## src/rtl/rxfc_pkg.sv

```systemverilog
package rxfc_pkg;
  localparam int RXQ_BYTES  = 12288;
  localparam int DW_BYTES   = 4;
  localparam int RXQ_DW     = RXQ_BYTES / DW_BYTES;
  localparam int LVL_W      = $clog2(RXQ_DW + 1);
  localparam int QNT_W      = 16;
  localparam int HI_WM_DEF  = 768;
  localparam int OVR_WM_DEF = 64;
  localparam int REARM_HYST = 32;
  localparam int NUM_WM     = 2;

  typedef enum int {WM_HIGH = 0, WM_OVR = 1} wm_slot_e;
endpackage

```

## src/rtl/fc_wm_bank.sv

```systemverilog
module fc_wm_bank #(
  parameter int LVL_W   = rxfc_pkg::LVL_W,
  parameter int HI_DEF  = rxfc_pkg::HI_WM_DEF,
  parameter int OVR_DEF = rxfc_pkg::OVR_WM_DEF
) (
  input  logic             clk,
  input  logic             rst,
  input  logic             hi_we,
  input  logic             ovr_we,
  input  logic [LVL_W-1:0] wr_data,
  output logic [LVL_W-1:0] hi_wm,
  output logic [LVL_W-1:0] ovr_wm
);
  import rxfc_pkg::*;

  logic [NUM_WM-1:0] we_vec;
  logic [LVL_W-1:0]  wm_q [NUM_WM];

  assign we_vec[WM_HIGH] = hi_we;
  assign we_vec[WM_OVR]  = ovr_we;

  for (genvar i = 0; i < NUM_WM; i++) begin : g_wm
    localparam logic [LVL_W-1:0] RST_VAL =
      (i == WM_HIGH) ? LVL_W'(HI_DEF) : LVL_W'(OVR_DEF);
    always_ff @(posedge clk) begin
      if (rst)            wm_q[i] <= RST_VAL;
      else if (we_vec[i]) wm_q[i] <= wr_data;
    end
  end

  assign hi_wm  = wm_q[WM_HIGH];
  assign ovr_wm = wm_q[WM_OVR];

  assert_hi_load_R11: assert property (@(posedge clk) disable iff (rst)
    hi_we |=> (hi_wm == $past(wr_data)));
  assert_ovr_load_R11: assert property (@(posedge clk) disable iff (rst)
    ovr_we |=> (ovr_wm == $past(wr_data)));
endmodule

```

## src/rtl/fc_pause_gen.sv

```systemverilog
module fc_pause_gen #(
  parameter int LVL_W = rxfc_pkg::LVL_W,
  parameter int HYST  = rxfc_pkg::REARM_HYST
) (
  input  logic             clk,
  input  logic             rst,
  input  logic             gen_en,
  input  logic [LVL_W-1:0] free_dw,
  input  logic [LVL_W-1:0] hi_wm,
  output logic             pause_req
);
  logic         armed_q;
  logic         fire;
  logic         below_hi;
  logic         above_rearm;
  logic [LVL_W:0] rearm_lvl;

  assign rearm_lvl   = {1'b0, hi_wm} + (LVL_W+1)'(HYST);
  assign below_hi    = (free_dw <= hi_wm);
  assign above_rearm = ({1'b0, free_dw} > rearm_lvl);
  assign fire        = gen_en && armed_q && below_hi;

  always_ff @(posedge clk) begin
    if (rst) begin
      armed_q   <= 1'b1;
      pause_req <= 1'b0;
    end else begin
      pause_req <= fire;
      if (fire)             armed_q <= 1'b0;
      else if (above_rearm) armed_q <= 1'b1;
    end
  end

  assert_req_single_R3: assert property (@(posedge clk) disable iff (rst)
    pause_req |=> !pause_req);
  assert_req_gated_R4: assert property (@(posedge clk) disable iff (rst)
    pause_req |-> $past(gen_en));
  assert_req_level_R2: assert property (@(posedge clk) disable iff (rst)
    pause_req |-> $past(free_dw <= hi_wm));
endmodule

```

## src/rtl/fc_pause_timer.sv

```systemverilog
module fc_pause_timer #(
  parameter int QNT_W = rxfc_pkg::QNT_W
) (
  input  logic             clk,
  input  logic             rst,
  input  logic             honor_en,
  input  logic             pause_stb,
  input  logic [QNT_W-1:0] quanta,
  input  logic             tick,
  input  logic             tx_busy,
  output logic             tx_hold
);
  logic [QNT_W-1:0] cnt_q;
  logic [QNT_W-1:0] cnt_nx;
  logic             hold_nx;

  always_comb begin
    cnt_nx = cnt_q;
    if (!honor_en)                     cnt_nx = '0;
    else if (pause_stb)                cnt_nx = quanta;
    else if (tick && (cnt_q != '0))    cnt_nx = cnt_q - 1'b1;
    hold_nx = (cnt_nx != '0) && (tx_hold || !tx_busy);
  end

  always_ff @(posedge clk) begin
    if (rst) begin
      cnt_q   <= '0;
      tx_hold <= 1'b0;
    end else begin
      cnt_q   <= cnt_nx;
      tx_hold <= hold_nx;
    end
  end

  assert_hold_rise_idle_R10: assert property (@(posedge clk) disable iff (rst)
    $rose(tx_hold) |-> !$past(tx_busy));
  assert_hold_gated_R9: assert property (@(posedge clk) disable iff (rst)
    tx_hold |-> $past(honor_en));
  assert_zero_quanta_R8: assert property (@(posedge clk) disable iff (rst)
    (honor_en && pause_stb && (quanta == '0)) |=> !tx_hold);
  assert_hold_keeps_R7: assert property (@(posedge clk) disable iff (rst)
    (tx_hold && honor_en && !pause_stb && !tick) |=> tx_hold);
endmodule

```

## src/rtl/rxq_flow_ctrl.sv

```systemverilog
module rxq_flow_ctrl #(
  parameter int LVL_W   = rxfc_pkg::LVL_W,
  parameter int QNT_W   = rxfc_pkg::QNT_W,
  parameter int HI_DEF  = rxfc_pkg::HI_WM_DEF,
  parameter int OVR_DEF = rxfc_pkg::OVR_WM_DEF,
  parameter int HYST    = rxfc_pkg::REARM_HYST
) (
  input  logic             clk,
  input  logic             rst,
  input  logic [LVL_W-1:0] free_dw,
  input  logic             full_duplex,
  input  logic             tx_fc_en,
  input  logic             rx_fc_en,
  input  logic             wm_hi_we,
  input  logic             wm_ovr_we,
  input  logic [LVL_W-1:0] wm_data,
  input  logic             pause_rx_stb,
  input  logic [QNT_W-1:0] pause_quanta,
  input  logic             quanta_tick,
  input  logic             tx_busy,
  output logic             pause_req,
  output logic             tx_hold,
  output logic             overrun_warn
);
  logic [LVL_W-1:0] hi_wm;
  logic [LVL_W-1:0] ovr_wm;
  logic             gen_en;
  logic             honor_en;

  assign gen_en   = tx_fc_en && full_duplex;
  assign honor_en = rx_fc_en && full_duplex;

  fc_wm_bank #(.LVL_W(LVL_W), .HI_DEF(HI_DEF), .OVR_DEF(OVR_DEF)) u_wm (
    .clk(clk), .rst(rst), .hi_we(wm_hi_we), .ovr_we(wm_ovr_we),
    .wr_data(wm_data), .hi_wm(hi_wm), .ovr_wm(ovr_wm)
  );

  fc_pause_gen #(.LVL_W(LVL_W), .HYST(HYST)) u_gen (
    .clk(clk), .rst(rst), .gen_en(gen_en), .free_dw(free_dw),
    .hi_wm(hi_wm), .pause_req(pause_req)
  );

  fc_pause_timer #(.QNT_W(QNT_W)) u_tmr (
    .clk(clk), .rst(rst), .honor_en(honor_en), .pause_stb(pause_rx_stb),
    .quanta(pause_quanta), .tick(quanta_tick), .tx_busy(tx_busy),
    .tx_hold(tx_hold)
  );

  assign overrun_warn = (free_dw <= ovr_wm);

  assert_gen_off_half_R4: assert property (@(posedge clk) disable iff (rst)
    !full_duplex |=> !pause_req);
  assert_hold_off_half_R9: assert property (@(posedge clk) disable iff (rst)
    !full_duplex |=> !tx_hold);
endmodule

```

## config.mk

```make
export PLATFORM = sky130hd
export DESIGN_NAME = rxq_flow_ctrl
export DESIGN_NICKNAME = d
export VERILOG_FILES = /design/src/rtl/rxfc_pkg.sv /design/src/rtl/fc_wm_bank.sv /design/src/rtl/fc_pause_gen.sv /design/src/rtl/fc_pause_timer.sv /design/src/rtl/rxq_flow_ctrl.sv
export SDC_FILE = /design/constraint.sdc
export NUM_CORES = 1
export LEC_CHECK = 0
export ABC_AREA = 1
export BUFFER_PORTS_ARGS = -buffer_cell sky130_fd_sc_hd__buf_4
export CAP_MARGIN = 0
export CORE_MARGIN = 1
export CORE_UTILIZATION = 52
export DETAILED_ROUTE_END_ITERATION = 10
export PLACE_DENSITY = 0.88
export SYNTH_ARGS = -nofsm -noshare
export SYNTH_HDL_FRONTEND = slang
export SYNTH_SLANG_ARGS = --single-unit
```

## constraint.sdc

```tcl
create_clock -name clk -period 1.8 [get_ports clk]
set_input_delay 0 -clock clk [delete_from_list [all_inputs] [get_ports clk]]
set_output_delay 0 -clock clk [all_outputs]
set_load 0.01 [all_outputs]
```

==> results by group, run 1 <==
Yosys
  • YS warnings: 0
  • Seq/Total Area, Yosys: 0.3374
  • Synthesized flop and latch total: 43
  • Syn Inst Count: 471
  • Avg Inst Size Synth: 6.928 µm²
  • Syn Nets: 555
  • Yosys cell types: 31
  • Syn Std Cell Area: 3263 µm²

STA
  • Final Hold Fails: 0
  • Max Freq: 487.9 MHz
  • Setup TNS Final: -0.2991 ns
  • Final Cycle Share: 1.139
  • Slew Viols, Final: 0
  • Final setup violation count: 2
  • Worst setup margin: -0.2495 ns
  • RSZ-0062 raised after global routing: true
  • Worst Skew: 0.003167 ns
  • Least-Margin Pin Slew: 0.5253 ns
  • Min Tclk post-route: 2.049 ns
  • Max-Slew Margin vs Limit: 0.6490

Die
  • Starting density of the core: 0.5447
  • Die H: 81.22 µm
  • Core outline area: 5991 µm²
  • Ports: 53
  • Die Wd: 81.22 µm
  • Die area: 6596 µm²
  • # rows: 28

Run status
  • Failing checks: negative setup slack
  • Status: complete, but fails checks

Finish
  • Layout cells sized above 1: 0.2427
  • Multi-input gate area: 2014 µm²
  • Synth-to-layout area growth: 27.99%
  • Diodes inserted: 0
  • FF/Latch Area: 1104 µm²
  • Finished Core Util: 0.6972
  • Fill count: 451
  • NumNets Final: 631

Detailed routing
  • Post-route DRC: 0
  • Pre-antenna DRT Iters: 4
  • Via density: 5.231
  • Detailed Route WL: 8.522 mm
  • Wire per inst: 13.68 µm
  • Vias: 3259
  • DRT antenna net count: 0
  • DRT iter0 DRCs: 205

Worst hold path
  • Worst min path class: input pin to flip-flop
  • Hold Path Sink: u_wm.wm_q[0][10]
  • HP Start: wm_data[10]
  • Hold path cells: 3

Clocking
  • Worst skew pair latency: 0.30 ns
  • Clk root buf: clkbuf_8
  • Clk buf depth: 2
  • H-Tree Depth: 2
  • CTS tree: yes
  • Reg clk slew, reported paths: 0.08 ns
  • Num Clock Sinks: 43
  • TritonCTS buffer count: 5

Global routing
  • Total track usage: 0.2657
  • Aggregate global routing overflow: 0
  • Pin count of the biggest net entering global routing: 33
  • Vias in the first global route: 3071
  • Antenna violations before repair: 0
  • First-pass GRT wire length: 13.17 mm

Placed design
  • Placer congestion estimate: 0.9018
  • HPWL after DPL: 6.342 mm
  • Pre-CTS setup slack: -0.2001 ns
  • IO buf count: 52

Pwr
  • Overall power: 2.844 mW
  • VDD IR max: 342.7 µV
  • Power per cell area: 681.0 nW/µm²
  • LEAKAGE: 2.113 nW

Setup path
  • Reg-to-Reg End: u_gen.armed_q
  • Worst R2R Setup Slack: -0.25 ns
  • Crit path capture type: flip-flop
  • Critical path peak fanout: 4
  • Crit Reg-Reg Startpoint: u_wm.wm_q[0][6]
  • Crit path kind: flip-flop to flip-flop
  • WP data arrival: 2.24 ns
  • Worst EP required: 1.99 ns
  • FF-to-FF path depth: 12
  • Worst Setup Start Kind: flip-flop

Run
  • Max-Cap Viols: 0
## layout make-up
cell class / count / share of cell area
clock buffers: 5 / 0.01648
clock inverters: 3 / 0.009287
flip-flops and latches: 43 / 0.2642
inverters: 67 / 0.06201
multi-input cells: 353 / 0.4823
repair buffers: 77 / 0.1432
well taps: 75 / 0.02247
## how the worst max path moves through the flow
| stage | slack [ns] | cells past startpoint | to | startpoint |
|---|---|---|---|---|
| 4_1_cts | -0.12 | 12 | u_gen.armed_q | u_wm.wm_q[0][7] |
| 6_report | -0.25 | 12 | u_gen.armed_q | u_wm.wm_q[0][6] |
| 2_1_floorplan | 0.06 | 11 | u_gen.armed_q | u_wm.wm_q[0][5] |
| 3_5_place_dp | -0.20 | 11 | u_gen.armed_q | u_wm.wm_q[0][5] |
| 5_1_grt | -0.41 | 11 | u_gen.armed_q | u_wm.wm_q[0][6] |
| 3_3_place_gp | -0.15 | 11 | u_gen.armed_q | u_wm.wm_q[0][5] |
## cell usage in the layout (no fill, tap or decap), drive strengths merged
cell type and count:
clkinv 2, bufinv 1, nor3b 1, nor4 1, a211oi 4, or3 1
nand2 134, o211ai 2, clkbuf 5, xor2 9, nor2 114, dfxtp 19
nand3 14, o21ai 9, nor3 5, dlygate4sd3 3, nand4 7, clkinvlp 1
edfxtp 24, nand3b 3, ha 34, inv 66, buf 74, xnor2 1
a21oi 14
## metal layers
| metal | GRT usage | share of wire | up-vias |
|---|---|---|---|
| met2 | 0.4933 | 0.53 | 110 |
| met1 | 0.2947 | 0.39 | 1482 |
| met3 | 0.03708 | 0.050 | 26 |
| met4 | 0.1286 | 0.027 | 0 |
| li1 | - | - | 1641 |
| met5 | 0 | 0 | - |
## through the flow
step / hold slack, ns / cell area (µm²) / instances
2_1_floorplan: 0.1622 / 3268 / 471
3_3_place_gp: 0.2798 / 3835 / 606
3_5_place_dp: 0.2881 / 3835 / 606
4_1_cts: 0.01194 / 4046 / 620
5_1_grt: 0.01954 / 4177 / 623
6_report: 0.01373 / 4177 / 623
## worst max-delay path, stage by stage (launching register included)
cell	delay (ns)
edfxtp_1	0.38
inv_2	0.07
nor3_4	0.24
xor2_1	0.18
ha_1	0.30
nand2_1	0.12
nor2_2	0.05
a211oi_2	0.18
nor3_1	0.07
nor2_1	0.13
nand2_1	0.08
nand2_1	0.09
a21oi_1	0.07
## cell usage after synthesis (all sizes together)
cell    count  area, µm²
a21oi      14      70.07
ha         34      425.4
edfxtp     24      720.7
a211oi      4      30.03
nor3b       1      7.510
clkinv      1      3.750
o211ai      2      15.01
nand2     133      538.0
or3         1      6.260
dfxtp      19      380.4
xor2        9      78.83
nand3b      3      22.52
nand4       7      43.79
clkbuf      4      15.01
nor3        5      25.02
buf         5      42.53
nor4        1      6.260
nor2      114      457.9
inv        66      250.2
nand3      14      70.07
xnor2       1      8.760
o21ai       9      45.04
## power by group
group	total [mW]	switching, mW	internal [mW]
logic	0.970	0.556	0.414
registers	1.14	0.0386	1.10
clock network	0.734	0.329	0.405
## kinds of logic (layout without fill, tap and decap cells)
group	after synthesis	after routing	share of synthesized area
XOR/XNOR	10	10	0.02684
AO/OA/AOI/OAI	29	29	0.04908
buffers and inverters	76	152	0.09547
adder cells (fa/ha/maj)	34	34	0.1304
flip-flops	43	43	0.3374
AND/OR/NAND/NOR	279	280	0.3608
## flip-flops by register name (all words and copies together) (netlist names)
name	flops
u_gen.pause_req	1
u_wm.wm_q	24
u_tmr.cnt_q	16
u_gen.armed_q	1
u_tmr.tx_hold	1
## repair_timing
action                                 CTS  global route
hold buffers                             3             0
setup buffers                            2             3
endpoints found under the hold margin    3             0
resized for setup                       15            28
setup endpoints to repair                3             4
pin swaps                                6            11
gates cloned                             1             0
(Power assumes the default switching activity.)
==> inputs of run 2 (changes only) <==
--- a/config.mk
+++ b/config.mk
@@ -8,10 +8,10 @@
 export ABC_AREA = 1
 export BUFFER_PORTS_ARGS = -buffer_cell sky130_fd_sc_hd__buf_4
 export CAP_MARGIN = 0
-export CORE_MARGIN = 1
 export CORE_UTILIZATION = 52
 export DETAILED_ROUTE_END_ITERATION = 10
 export PLACE_DENSITY = 0.88
+export SETUP_SLACK_MARGIN = 0.5
 export SYNTH_ARGS = -nofsm -noshare
 export SYNTH_HDL_FRONTEND = slang
 export SYNTH_SLANG_ARGS = --single-unit
==> run 2 against run 1 <==
Compared with the run above: hold slack got worse by 0.012 ns; cell area is 15% higher; highest routed layer unchanged; core utilization is 10 points higher; register-to-register slack lost 0.04 ns; critical path type unchanged; die area stayed put; count of clock-buffer cells in the layout grew 1; largest cell class unchanged; non-clock buffer count rose by 20; largest power group is now combinational cells; the run still ends with negative setup slack left; combinational power rose by 31%; global-route usage grew 4.8 points; first-iteration DRC count up 26%.
==> results by group, run 2 (synthesis results as in run 1) <==
Global routing
  • Most Crowded Layer GR: met2
  • Total track usage: 0.3134 (+0.04778)
  • First-pass GRT wire length: 15.39 mm (+17%)
  • Pin count of the biggest net entering global routing: 33 (unchanged)
  • GR met3 Demand/Resource: 0.06517 (+0.02809)
  • Antenna violations before repair: 0 (unchanged)
  • Aggregate global routing overflow: 0 (unchanged)
  • Vias in the first global route: 3523 (+15%)
  • Grt met1 use: 0.3079 (+0.01325)
  • Met2 Use GR: 0.5983 (+0.1050)

Finish
  • Layout cells sized above 1: 0.3908 (+0.1481)
  • Max reg flops: 24 (unchanged)
  • NumNets Final: 651 (+3.2%)
  • Most flop-heavy register: u_wm.wm_q
  • Synth-to-layout area growth: 46.63%
  • Final instance area: 4785 µm² (+15%)
  • Biggest regs: u_wm.wm_q: 24 flops, u_tmr.cnt_q: 16 flops
  • Commonest non-fill, non-tap cell in the layout: nand2_1
  • Most frequent cells in the layout: nand2_1 (91), nor2_1 (88), buf_4 (87)
  • Diodes inserted: 0 (unchanged)
  • Final Non-Filler Cells: 643 (+3.2%)

Pwr
  • Overall power: 3.323 mW (+17%)
  • VDD IR max: 582.2 µV (+70%)
  • Power per cell area: 694.6 nW/µm² (+2.0%)
  • LEAKAGE: 2.341 nW (+11%)

STA
  • Worst setup margin: -0.2854 ns (-0.03594 ns)
  • Worst Skew: 0.005386 ns (+0.002220 ns)
  • Min Tclk post-route: 2.085 ns (+0.03594 ns)
  • Final Cycle Share: 1.159 (+0.01997)
  • Final Hold Fails: 0 (unchanged)
  • Setup TNS Final: -0.4506 ns (-0.1516 ns)
  • RSZ-0062 raised after global routing: true
  • Slew Viols, Final: 0 (unchanged)
  • Max Freq: 479.5 MHz (-1.7%)
  • Final setup violation count: 2 (unchanged)
  • Max-Slew Margin vs Limit: 0.6310 (-0.01799)
  • Least-Margin Pin Slew: 0.5522 ns (+0.02692 ns)

Die
  • Die H: 81.22 µm (unchanged)
  • Die area: 6596 µm² (unchanged)
  • Ports: 53 (unchanged)
  • Die Wd: 81.22 µm (unchanged)
  • Starting density of the core: 0.5447 (unchanged)
  • # rows: 28 (unchanged)
  • Core outline area: 5991 µm² (unchanged)

Detailed routing
  • DRT iter0 DRCs: 259 (+26%)
  • Via density: 5.579 (+6.6%)
  • Pre-antenna DRT Iters: 6 (+2)
  • Post-route DRC: 0 (unchanged)
  • DRT antenna net count: 0 (unchanged)
  • Wire per inst: 16.60 µm (+21%)
  • Vias: 3587 (+10%)
  • Detailed Route WL: 10.67 mm (+25%)

Run
  • Max-Cap Viols: 0 (unchanged)

Setup path
  • Worst stage delay on the critical path: 0.45 ns (+0.07 ns)
  • WP data arrival: 2.29 ns (+0.05 ns)
  • Cell at the slowest stage of the critical path: edfxtp_1
  • Crit path kind: flip-flop to flip-flop
  • Crit path cell chain: buf_4 > ha_4 > inv_2 > ha_4 > a21oi_2 > nor2_1 > a211oi_2 > nor3_2 > nor2_1 > nand2_1 > nand2_1 > a21oi_1
  • Crit path capture type: flip-flop
  • Critical path peak fanout: 3 (-1)
  • Worst Setup Start Kind: flip-flop
  • Worst EP required: 2.00 ns (about the same)

Placed design
  • HPWL after DPL: 6.409 mm (+1.1%)
  • IO buf count: 52 (unchanged)
  • Placed cells: 614 (+1.3%)
  • Placer congestion estimate: 0.8996 (-0.24%)
  • Dpl cell area: 3936 µm² (+2.6%)

Clocking
  • Worst skew pair latency: 0.31 ns (about the same)
  • Clk root buf: clkbuf_8
  • Reg clk slew, reported paths: 0.08 ns (about the same)
  • Clk buf depth: 2 (unchanged)
  • Num Clock Sinks: 43 (unchanged)
  • TritonCTS buffer count: 5 (unchanged)
  • CTS tree: yes
  • H-Tree Depth: 2 (unchanged)

Run status
  • Failing checks: negative setup slack
  • Status: complete, but fails checks

Worst hold path
  • Worst min path class: input pin to flip-flop
-- run 2: changes by cell type in the layout (fill, tap and decap cells not counted), moves of 9 or more --
| cell | delta |
|---|---|
| nand2_1 | -30 |
| nor2_1 | -12 |
| buf_4 | +14 |
| nand2_4 | +9 |
| dfxtp_1 | -9 |
| nor2_4 | +11 |
| nand2_2 | +20 |
-- run 2: power breakdown --
group          total, mW  switching, mW  internal [mW]
sequential          1.15         0.0443           1.10
combinational       1.27          0.723          0.546
clock              0.907          0.353          0.555
total               3.32           1.12           2.20
-- run 2: stage by stage --
stage / hold WS (ns) / setup slack [ns] / utilization
final: 0.001589 / -0.2854 / 0.7987
after global routing: 0.01268 / -0.3479 / 0.7987
after CTS: 0.01027 / -0.1073 / 0.7381
after detailed placement: 0.2864 / -0.1964 / 0.6571
after global placement: 0.2824 / -0.02787 / 0.6571
after floorplan: 0.1622 / 0.06020 / -
-- run 2: worst max-delay path: cells and delay by family, from the launching register on --
kind	cells	cell delay, ns
AO/OA/AOI/OAI	3	0.46
flip-flops	1	0.45
adder cells (fa/ha/maj)	2	0.47
buffers and inverters	2	0.21
AND/OR/NAND/NOR	5	0.39
-- run 2: final timing paths --
path / startpoint / end / slack [ns] / depth (start not counted)
worst max-delay path: u_wm.wm_q[0][5] / u_gen.armed_q / -0.29 / 12
worst min-delay path: wm_data[11] / u_wm.wm_q[1][11] / 0.002 / 3
worst min register to register: u_gen.armed_q / u_gen.armed_q / 0.59 / 2
worst max register to register: u_wm.wm_q[0][5] / u_gen.armed_q / -0.29 / 12
-- run 2: area by class of cell --
| type | count | area (µm²) |
|---|---|---|
| Clock buffer | 6 | 72.57 |
| Clock inverter | 2 | 60.06 |
| Fill cell | 358 | 1206 |
| Inverter | 67 | 266.5 |
| Multi-Input combinational cell | 352 | 2361 |
| Sequential cell | 43 | 1117 |
| Tap cell | 75 | 93.84 |
| Timing Repair Buffer | 97 | 797.0 |
| Timing Repair inverter | 1 | 16.27 |
-- run 2: routing by layer --
metal  share of wire  routed length [µm]
met3           0.057                 607
met1            0.35                3778
met4           0.070                 743
met2            0.52                5545
met5               0                   0
-- run 2: timing repair --
action | CTS | global route
gates cloned | 1 | 0
hold buffers | 3 | 0
resized for setup | 64 | 79
pin swaps | 27 | 61
setup endpoints to repair | 20 | 20
setup buffers | 10 | 7
hold endpoints to repair | 3 | 0
==> inputs of run 3 (changes only) <==
--- a/config.mk
+++ b/config.mk
@@ -10,8 +10,10 @@
 export CAP_MARGIN = 0
 export CORE_UTILIZATION = 52
 export DETAILED_ROUTE_END_ITERATION = 10
+export GPL_ROUTABILITY_DRIVEN = 1
 export PLACE_DENSITY = 0.88
 export SETUP_SLACK_MARGIN = 0.5
 export SYNTH_ARGS = -nofsm -noshare
 export SYNTH_HDL_FRONTEND = slang
+export SYNTH_HIERARCHICAL = 1
 export SYNTH_SLANG_ARGS = --single-unit
==> run 3 against run 2 <==
Compared with the run above: the run still ends with negative setup slack left; clock skew shrank 0.0016 ns; wire length shrank 2.2%; final cell count grew 6.5%; critical endpoint is now u_gen/armed_q; clock power is essentially flat; register-to-register slack gained 0.03 ns; count of clock-buffer cells in the layout is the same; sequential power is essentially flat; maximum frequency grew 1.4%; largest cell class unchanged; global-route usage shrank 3.6 points; largest power group unchanged; cell area shrank 0.34%.
==> results by group, run 3 <==
Yosys
  • YS warnings: 6 (+6)
  • Main synth FF type: edfxtp_1
  • Area leader, netlist: edfxtp_1
  • Synth async-reset ratio: 0 (unchanged)
  • Syn Nets: 599 (+7.9%)
  • Syn Std Cell Area: 3436 µm² (+5.3%)
  • Avg Inst Size Synth: 6.671 µm² (-3.7%)
  • Count leader, synth: nand2_1
  • Yosys cell types: 33 (+6.5%)
  • Seq/Total Area, Yosys: 0.3205 (-0.01696)
  • Synthesized flop and latch total: 43 (unchanged)
  • EDFF count, synth: 24 (unchanged)
  • Synth top area share: 0.2098 (-0.01110)
  • Top cells by count, synth: nand2_1 (158), nor2_1 (97), inv_1 (80)
  • Top post-synthesis cells by area: edfxtp_1 (21%), nand2_1 (17%), ha_1 (12%), dfxtp_1 (11%), nor2_1 (11%)
  • Syn Inst Count: 515 (+9.3%)

Clocking
  • H-Tree Depth: 2 (unchanged)
  • Clk root buf: clkbuf_8
  • Reg clk slew, reported paths: 0.08 ns (about the same)
  • Worst skew pair latency: 0.30 ns (about the same)
  • CTS tree: yes
  • TritonCTS buffer count: 5 (unchanged)
  • Clk buf depth: 2 (unchanged)
  • Num Clock Sinks: 43 (unchanged)

Placed design
  • HPWL after DPL: 6.786 mm (+5.9%)
  • Placer congestion estimate: 0.9152 (+1.7%)
  • IO buf count: 52 (unchanged)
  • Dpl cell area: 4164 µm² (+5.8%)
  • Placed cells: 668 (+8.8%)

STA
  • Max Freq: 486.0 MHz (+1.4%)
  • RSZ-0062 raised after global routing: true
  • Setup TNS Final: -0.3645 ns (+0.08616 ns)
  • Slew Viols, Final: 0 (unchanged)
  • Min Tclk post-route: 2.057 ns (-0.02794 ns)
  • Final Hold Fails: 0 (unchanged)
  • Max-Slew Margin vs Limit: 0.6506 (+0.01967)
  • Worst setup margin: -0.2575 ns (+0.02794 ns)
  • Worst Skew: 0.003752 ns (-0.001634 ns)
  • Least-Margin Pin Slew: 0.5228 ns (-0.02943 ns)
  • Final Cycle Share: 1.143 (-0.01552)
  • Final setup violation count: 2 (unchanged)

Pwr
  • LEAKAGE: 2.490 nW (+6.4%)
  • VDD IR max: 463.1 µV (-20%)
  • Power per cell area: 684.4 nW/µm² (-1.5%)

Finish
  • Final instance area: 4768 µm² (-0.34%)
  • Max reg flops: 24 (unchanged)
  • Most flop-heavy register: u_wm/wm_q
  • Final Non-Filler Cells: 685 (+6.5%)
  • Most frequent cells in the layout: nand2_1 (126), nor2_1 (82), buf_4 (82)
  • Commonest non-fill, non-tap cell in the layout: nand2_1
  • Diodes inserted: 0 (unchanged)
  • Layout cells sized above 1: 0.3553 (-0.03558)
  • NumNets Final: 691 (+6.1%)
  • Biggest regs: u_wm/wm_q: 24 flops, u_tmr/cnt_q: 16 flops
  • Synth-to-layout area growth: 38.78%

Die
  • Die H: 83.29 µm (+2.5%)
  • Die Wd: 83.29 µm (+2.5%)
  • Core outline area: 6350 µm² (+6.0%)
  • Die area: 6936 µm² (+5.2%)
  • Ports: 53 (unchanged)
  • # rows: 29 (+3.6%)
  • Starting density of the core: 0.5411 (-0.003611)

Run status
  • Failing checks: negative setup slack
  • Status: complete, but fails checks

Detailed routing
  • Vias: 3702 (+3.2%)
  • Detailed Route WL: 10.43 mm (-2.2%)
  • Via density: 5.404 (-3.1%)
  • Wire per inst: 15.23 µm (-8.2%)
  • DRT iter0 DRCs: 219 (-15%)
  • DRT antenna net count: 0 (unchanged)
  • Post-route DRC: 0 (unchanged)
  • Pre-antenna DRT Iters: 6 (unchanged)

Setup path
  • Critical path peak fanout: 2 (-1)
  • Worst R2R Setup Slack: -0.26 ns (+0.03 ns)
  • FF-to-FF path depth: 13 (+1)
  • Worst EP required: 2.05 ns (+0.05 ns)
  • Crit path kind: flip-flop to flip-flop
  • Crit Reg-Reg Startpoint: u_wm/wm_q[0][6]
  • Worst Setup Start Kind: flip-flop
  • Crit path capture type: flip-flop
  • WP data arrival: 2.30 ns (about the same)
  • Reg-to-Reg End: u_gen/armed_q

Run
  • Max-Cap Viols: 0 (unchanged)

Global routing
  • Vias in the first global route: 3605 (+2.3%)
  • Antenna violations before repair: 0 (unchanged)
  • Grt met1 use: 0.2724 (-0.03547)
  • Pin count of the biggest net entering global routing: 33 (unchanged)
  • Total track usage: 0.2776 (-0.03579)
  • First-pass GRT wire length: 15.30 mm (-0.54%)
  • Most Crowded Layer GR: met2
  • Aggregate global routing overflow: 0 (unchanged)
  • GR met3 Demand/Resource: 0.03479 (-0.03038)
  • Met2 Use GR: 0.5343 (-0.06404)

Worst hold path
  • Hold Path Sink: u_wm/wm_q[1][2]
  • Worst min path class: input pin to flip-flop
  • HP Start: wm_data[2]
  • Hold path cells: 3 (unchanged)
==> run 3: cell types whose count changed after synthesis, sizes merged, moves of 2 or more <==
cell,before,now
a211oi,4,0
a21o,0,2
a21oi,14,10
buf,5,7
clkbuf,4,2
inv,66,86
nand2,133,166
nand3,14,22
nor2,114,117
nor3,5,1
o211ai,2,0
o21ai,9,3
==> run 3: kinds of logic (layout without fill, tap and decap cells) <==
kind of cell | Yosys count | in the layout | share of synthesized area
buf+inv | 95 | 187 | 0.1125
xor+xnor | 10 | 10 | 0.02549
simple gates | 317 | 318 | 0.3897
flops | 43 | 43 | 0.3205
compound gates | 16 | 16 | 0.02804
fa+ha+maj | 34 | 34 | 0.1238
==> run 3: area by class of cell <==
class | instances | area (µm²)
Sequential cell | 43 | 1114
Multi-Input combinational cell | 378 | 2345
Timing Repair Buffer | 92 | 734.5
Timing Repair inverter | 1 | 11.26
Inverter | 86 | 335.3
Clock inverter | 2 | 60.06
Clock buffer | 6 | 72.57
Tap cell | 77 | 96.34
Fill cell | 440 | 1582
==> run 3: worst max-delay path, cell delays in order (launching register included) <==
cell,delay [ns]
edfxtp_1,0.38
ha_2,0.20
nand2_2,0.06
nor2_2,0.13
nand3_1,0.09
xor2_1,0.16
ha_1,0.31
and3_4,0.19
nand2_4,0.06
nor2_4,0.12
nand2_1,0.06
nand2_1,0.07
nand2_2,0.05
a21oi_2,0.11
==> run 3: per-layer routing <==
layer	vias to the layer above	wire length, µm
li1	1763	-
met1	1679	3690
met2	193	5522
met3	67	556
met4	0	665
met5	-	0
==> run 3: repair_timing <==
action / 4_1_cts / 5_1_grt
endpoints found under the setup margin: 20 / 20
buffers inserted: 2 / 3
hold buffers: 2 / 0
gates cloned: 2 / 0
endpoints found under the hold margin: 2 / 0
pin swaps: 21 / 27
resized for setup: 57 / 40
==> run 3: per-stage QoR <==
| stage | utilization | total power, mW | hold slack [ns] | setup WS [ns] |
|---|---|---|---|---|
| 2_1_floorplan | - | 1.764 | 0.1610 | -0.05974 |
| 3_3_place_gp | 0.6558 | 2.037 | 0.2974 | -0.06514 |
| 3_5_place_dp | 0.6558 | 2.095 | 0.2988 | -0.1836 |
| 4_1_cts | 0.7216 | 3.106 | 0.003241 | -0.1935 |
| 5_1_grt | 0.7509 | 3.414 | 0.009250 | -0.3286 |
| 6_report | 0.7509 | 3.263 | 0.008548 | -0.2575 |
==> run 3: worst max path at each step <==
stage,depth (start not counted),slack (ns),endpoint,start
after floorplan,13,-0.06,u_gen/armed_q,u_wm/wm_q[0][5]
after global placement,13,-0.07,u_gen/armed_q,u_wm/wm_q[0][5]
after detailed placement,13,-0.18,u_gen/armed_q,u_wm/wm_q[0][6]
after CTS,13,-0.19,u_gen/armed_q,u_wm/wm_q[0][6]
after global routing,13,-0.33,u_gen/armed_q,u_wm/wm_q[0][6]
final,13,-0.26,u_gen/armed_q,u_wm/wm_q[0][6]
==> run 3: power breakdown <==
group	internal, mW	leakage [nW]	switching (mW)
Sequential	1.10	0.412	0.0405
Clock	0.555	0.0654	0.349
Combinational	0.519	2.01	0.700
